**src/rtl/coll_pkg.sv**
```systemverilog
package coll_pkg;

    typedef enum logic [1:0] {
        CAP_ARMED   = 2'd0,
        CAP_HOLDOFF = 2'd1,
        CAP_LOCKED  = 2'd2
    } cap_state_e;

endpackage

```
**src/rtl/coll_match.sv**
```systemverilog
module coll_match #(
    parameter int ADDR_W = 16
) (
    input  logic              a_vld,
    input  logic              a_wr,
    input  logic [ADDR_W-1:0] a_addr,
    input  logic              b_vld,
    input  logic              b_wr,
    input  logic [ADDR_W-1:0] b_addr,
    output logic              hit,
    output logic              flag_a,
    output logic              flag_b
);

    logic same_addr;
    logic both_live;

    always_comb begin
        same_addr = (a_addr == b_addr);
        both_live = a_vld && b_vld;
        hit       = both_live && same_addr && (a_wr || b_wr);
        // the port hurt is the one facing a writer on the other side
        flag_a    = hit && b_wr;
        flag_b    = hit && a_wr;
    end

endmodule

```
**src/rtl/coll_capture.sv**
```systemverilog
module coll_capture
    import coll_pkg::*;
#(
    parameter int ADDR_W = 16
) (
    input  logic              clk,
    input  logic              rst_n,
    input  logic              hit,
    input  logic [ADDR_W-1:0] hit_addr,
    input  logic              rb_req,
    output logic [ADDR_W-1:0] held_addr,
    output logic              locked
);

    typedef struct packed {
        cap_state_e        state;
        logic [ADDR_W-1:0] addr;
    } cap_t;

    cap_t cap_d;
    cap_t cap_q;

    always_comb begin
        cap_d = cap_q;
        if (rb_req) begin
            cap_d.state = CAP_HOLDOFF;
        end else begin
            unique case (cap_q.state)
                CAP_ARMED: begin
                    if (hit) begin
                        cap_d.state = CAP_LOCKED;
                        cap_d.addr  = hit_addr;
                    end
                end
                CAP_HOLDOFF: cap_d.state = CAP_ARMED;
                CAP_LOCKED:  cap_d.state = CAP_LOCKED;
                default:     cap_d.state = CAP_ARMED;
            endcase
        end
    end

    always_ff @(posedge clk or negedge rst_n) begin
        if (!rst_n) begin
            cap_q <= '{state: CAP_ARMED, addr: '0};
        end else begin
            cap_q <= cap_d;
        end
    end

    assign held_addr = cap_q.addr;
    assign locked    = (cap_q.state == CAP_LOCKED);

endmodule

```
**src/rtl/coll_delay.sv**
```systemverilog
module coll_delay #(
    parameter int WIDTH = 8,
    parameter int DEPTH = 2
) (
    input  logic             clk,
    input  logic             rst_n,
    input  logic [WIDTH-1:0] din,
    output logic [WIDTH-1:0] dout
);

    logic [WIDTH-1:0] stage_d [DEPTH];
    logic [WIDTH-1:0] stage_q [DEPTH];

    always_comb begin
        stage_d[0] = din;
        for (int i = 1; i < DEPTH; i++) begin
            stage_d[i] = stage_q[i-1];
        end
    end

    for (genvar g = 0; g < DEPTH; g++) begin : g_stage
        always_ff @(posedge clk or negedge rst_n) begin
            if (!rst_n) begin
                stage_q[g] <= '0;
            end else begin
                stage_q[g] <= stage_d[g];
            end
        end
    end

    assign dout = stage_q[DEPTH-1];

endmodule

```
**src/rtl/coll_detect.sv**
```systemverilog
module coll_detect #(
    parameter int ADDR_W = 16,
    parameter int RD_LAT = 2
) (
    input  logic              clk,
    input  logic              rst_n,
    input  logic              a_vld,
    input  logic              a_wr,
    input  logic [ADDR_W-1:0] a_addr,
    input  logic              b_vld,
    input  logic              b_wr,
    input  logic [ADDR_W-1:0] b_addr,
    input  logic              rb_req,
    output logic              a_busy,
    output logic              b_busy,
    output logic              rb_vld,
    output logic [ADDR_W-1:0] rb_addr
);

    localparam int PIPE_W = ADDR_W + 3;
    localparam int DEPTH  = (RD_LAT < 2) ? 1 : 2;

    typedef struct packed {
        logic              busy_a;
        logic              busy_b;
        logic              rb;
        logic [ADDR_W-1:0] addr;
    } out_t;

    logic              hit;
    logic              flag_a;
    logic              flag_b;
    logic [ADDR_W-1:0] held_addr;
    logic              cap_locked;
    out_t              out_d;
    out_t              out_q;

    coll_match #(.ADDR_W(ADDR_W)) u_match (
        .a_vld  (a_vld),
        .a_wr   (a_wr),
        .a_addr (a_addr),
        .b_vld  (b_vld),
        .b_wr   (b_wr),
        .b_addr (b_addr),
        .hit    (hit),
        .flag_a (flag_a),
        .flag_b (flag_b)
    );

    coll_capture #(.ADDR_W(ADDR_W)) u_cap (
        .clk       (clk),
        .rst_n     (rst_n),
        .hit       (hit),
        .hit_addr  (a_addr),
        .rb_req    (rb_req),
        .held_addr (held_addr),
        .locked    (cap_locked)
    );

    // readback shows the register content before this cycle's update
    always_comb begin
        out_d.busy_a = flag_a;
        out_d.busy_b = flag_b;
        out_d.rb     = rb_req;
        out_d.addr   = rb_req ? held_addr : '0;
    end

    coll_delay #(.WIDTH(PIPE_W), .DEPTH(DEPTH)) u_delay (
        .clk   (clk),
        .rst_n (rst_n),
        .din   (out_d),
        .dout  (out_q)
    );

    assign a_busy  = out_q.busy_a;
    assign b_busy  = out_q.busy_b;
    assign rb_vld  = out_q.rb;
    assign rb_addr = out_q.addr;

endmodule


```
**config.mk**
```make
export PLATFORM = sky130hd
export DESIGN_NAME = coll_detect
export DESIGN_NICKNAME = d
export VERILOG_FILES = /design/src/rtl/coll_pkg.sv /design/src/rtl/coll_match.sv /design/src/rtl/coll_capture.sv /design/src/rtl/coll_delay.sv /design/src/rtl/coll_detect.sv
export SDC_FILE = /design/constraint.sdc
export NUM_CORES = 1
export LEC_CHECK = 0
export BUFFER_PORTS_ARGS = -buffer_cell sky130_fd_sc_hd__buf_2
export CORE_MARGIN = 8
export CORE_UTILIZATION = 30
export CTS_CLUSTER_DIAMETER = 60
export DETAILED_ROUTE_END_ITERATION = 16
export PLACE_DENSITY_LB_ADDON = 0.08
export REMOVE_ABC_BUFFERS = 1
export SETUP_SLACK_MARGIN = 0.2
export SLEW_MARGIN = 20
export SYNTH_ARGS = -nofsm -noshare
export SYNTH_HDL_FRONTEND = slang
export SYNTH_SLANG_ARGS = --single-unit
```
**constraint.sdc**
```tcl
create_clock -name clk -period 4.5 [get_ports clk]
set_input_delay 0 -clock clk [delete_from_list [all_inputs] [get_ports clk]]
set_output_delay 0 -clock clk [all_outputs]
set_load 0.05 [all_outputs]
```
==> impl_metrics.tcl <==
set metrics [dict create \
    status "complete, no violations" \
    dr_wl_met3_um 251 \
    r2r_start "u_cap.cap_q[17]" \
    cts-resized-gates 0 \
    seqCellArea_um2 1400 \
    wl_met2_um 2010 \
    post-synth-top-area-cell "dfrtp_1" \
    antenna_found_initial 0 \
    grt_pass1_vias 1410 \
    hold_slack_ns 0.212 \
    multi_input_area_um2 571 \
    initial_core_util_pct 30.4 \
    fin_tns_setup_ns 0 \
    cts_tree "done" \
    syn_avg_cell_area_um2 15.4 \
    rrSetupSlack_ns 2.39 \
    fmax_mhz 380 \
    syn_to_final_growth_pct 31.8 \
    fill_cells 632 \
    worst_slack_ns 1.87 \
    cpPeakStageDelay_ns 0.81 \
    syn_area_um2 2020 \
    synth_cell_types 23 \
    setup_viol 0 \
    maxCapViolCount 0 \
    yosys_warnings 0 \
    via_per_inst 4.21 \
    final_cell_area_um2 2670 \
    start_kind "input port" \
    crit_family "simple AND/OR/NAND/NOR gates" \
    synth_edf_count 0 \
    synth_ff_type "dfrtp_1" \
    die_area_um2 9620 \
    peakVddDrop_v 0.0000924 \
    post-synth-top-count-cell "dfrtp_1" \
    dr.pass1.iters 4 \
    place_ws_ns 2.01 \
    report.final.slew_viol_count 0 \
    min_to "u_delay.stage_d[17]" \
    num-nets-final 252 \
    worst-path-stages 7 \
    place_area_um2 2390 \
    synth_cells 131 \
    n_antenna_cell 0 \
    holdPathStages 5 \
    p_per_area_nw_per_um2 309 \
    gp_congestion 0.690 \
    min_from "b_addr[13]" \
    htreeDepth 2 \
    ctsHoldBuffers 20 \
    yosys-top-cells-count "dfrtp_1 (56), and2_1 (18), mux2_4 (10)" \
    synthTopCellsByArea "dfrtp_1 (69%), mux2_4 (7.4%), and2_1 (5.6%)" \
    portBuffers 57 \
    synth_top_area_share_pct 69.3 \
    period_minus_slack_ns 2.63 \
    cts_buffers 5 \
    cts.sinks 56 \
    yosysSeqAreaShare_pct 69.3 \
    min_path_type "input port to flop" \
    reg2reg_depth 3 \
    ant_nets 0 \
    clkSlewWorstSetupHoldPaths_ns 0.09 \
    max_slew_margin_pct 34.0 \
    grt_max_degree 57 \
    vias 1233 \
    cp_num_buf_inv 2 \
    overflow 0 \
    end_kind "flop" \
    drtIter0Drc 10 \
    p_leak_nw 1.42 \
    async_flop_share_pct 100 \
    required_ns 4.69 \
    drive_gt1_share_pct 38.5 \
    fin_cells 293 \
    timing.rr.end "u_cap.held_addr[1]" \
    grtUsageTotal_pct 9.01 \
    tightestPinTransition_ns 0.987 \
    fp-row-count 30 \
    cts_root_buffer "clkbuf_8" \
    cp.arrival_ns 2.82 \
    crit_chain "dlygate4sd3_1 > buf_2 > and2b_1 > a2111oi_1 > nand4_1 > nor3_4 > mux2_2" \
    hpwl_um 2910 \
    totalWireLength_um 4030 \
    rsz0062_at_grt "no" \
    clk_path_buf_depth 2 \
    die_y_um 98.1 \
    ios 58 \
    post_cts_buffers 0 \
    highest_layer "met4" \
    fin_skew_ns 0.00137 \
    grt_pass1_wl_um 6900 \
    fin_crit_sh_pct 58.5 \
    coreArea_um2 6640 \
    clk_latency_ns 0.30 \
    placed_cells 266 \
    critPathKind "input port to flop" \
    crit_fanout 16 \
    route.detailed.drc 0 \
    ys_ff_latch 56 \
    die_x_um 98.1 \
    slowest_stage "nor3_4" \
    drt-met1-wl_um 1700 \
    wl_per_cell_um 13.7 \
    finalHoldViolCount 0 \
]
## layout by cell type, fill, tap and decap left out, drive strengths merged
| master | count |
|---|---|
| clkbuf | 6 |
| buf | 58 |
| nor2 | 4 |
| inv | 6 |
| and2b | 2 |
| xor2 | 6 |
| xnor2 | 4 |
| nand4 | 2 |
| a2111oi | 2 |
| or3 | 1 |
| and2 | 18 |
| nor2b | 2 |
| o21a | 1 |
| or4 | 1 |
| dfrtp | 56 |
| mux2 | 16 |
| nand2 | 1 |
| clkinv | 1 |
| o22ai | 2 |
| o221ai | 1 |
| nor4 | 1 |
| nand3 | 1 |
| dlygate4sd3 | 20 |
| nor3 | 1 |
## routing by layer
metal	vias up	GRT usage, %
li1	590	-
met1	601	10.3
met2	35	15.1
met3	7	3.13
met4	0	3.60
met5	-	0
## logic make-up after synthesis
| family | synth area share [%] |
|---|---|
| AND/OR/NAND/NOR | 10.7 |
| AO/OA/AOI/OAI | 2.41 |
| XOR/XNOR | 4.33 |
| buffers and inverters | 2.48 |
| flip-flops | 69.3 |
| multiplexers | 10.8 |
## final cells by class
cell class	instances	share of cell area, %
sequential	56	52.6
multi-input combinational	66	21.4
inverter	6	0.845
tap	80	3.76
clock buffer	6	2.72
clock inverter	1	0.188
timing repair buffer	78	18.5
## worst register-to-register path, delay by kind of cell, from the launching register on
family,cells,cell delay (ns)
multiplexers,1,0.42
flip-flops,1,0.38
AND/OR/NAND/NOR,2,1.20
## worst max-delay path by stage
stage               from            endpoint  slack (ns)
6_report       a_addr[5]  u_cap.held_addr[1]        1.87
5_1_grt        a_addr[6]  u_cap.held_addr[1]        1.61
4_1_cts        a_addr[6]  u_cap.held_addr[1]        1.78
3_5_place_dp   a_addr[6]  u_cap.held_addr[0]        2.01
3_3_place_gp   a_addr[6]  u_cap.held_addr[1]        2.06
2_1_floorplan  b_addr[0]  u_cap.held_addr[0]        2.57
## sequential cells by signal, indices dropped and copies added, names as in the netlist
| register | cells |
|---|---|
| u_delay.stage_d | 19 |
| u_delay.dout | 19 |
| u_cap.held_addr | 16 |
| u_cap.cap_q | 2 |
## power by group
part           internal (mW)  switching, mW
clock                  0.106          0.147
sequential             0.504       0.000415
combinational         0.0333         0.0338
total                  0.644          0.181
## metrics by stage
| stage | power, mW | util, % |
|---|---|---|
| after floorplan | 0.531 | - |
| after global placement | 0.569 | 35.9 |
| after detailed placement | 0.570 | 35.9 |
| after CTS | 0.840 | 40.1 |
| after global routing | 0.866 | 40.1 |
| final | 0.824 | 40.1 |
Power figures use the tool's default switching activity.
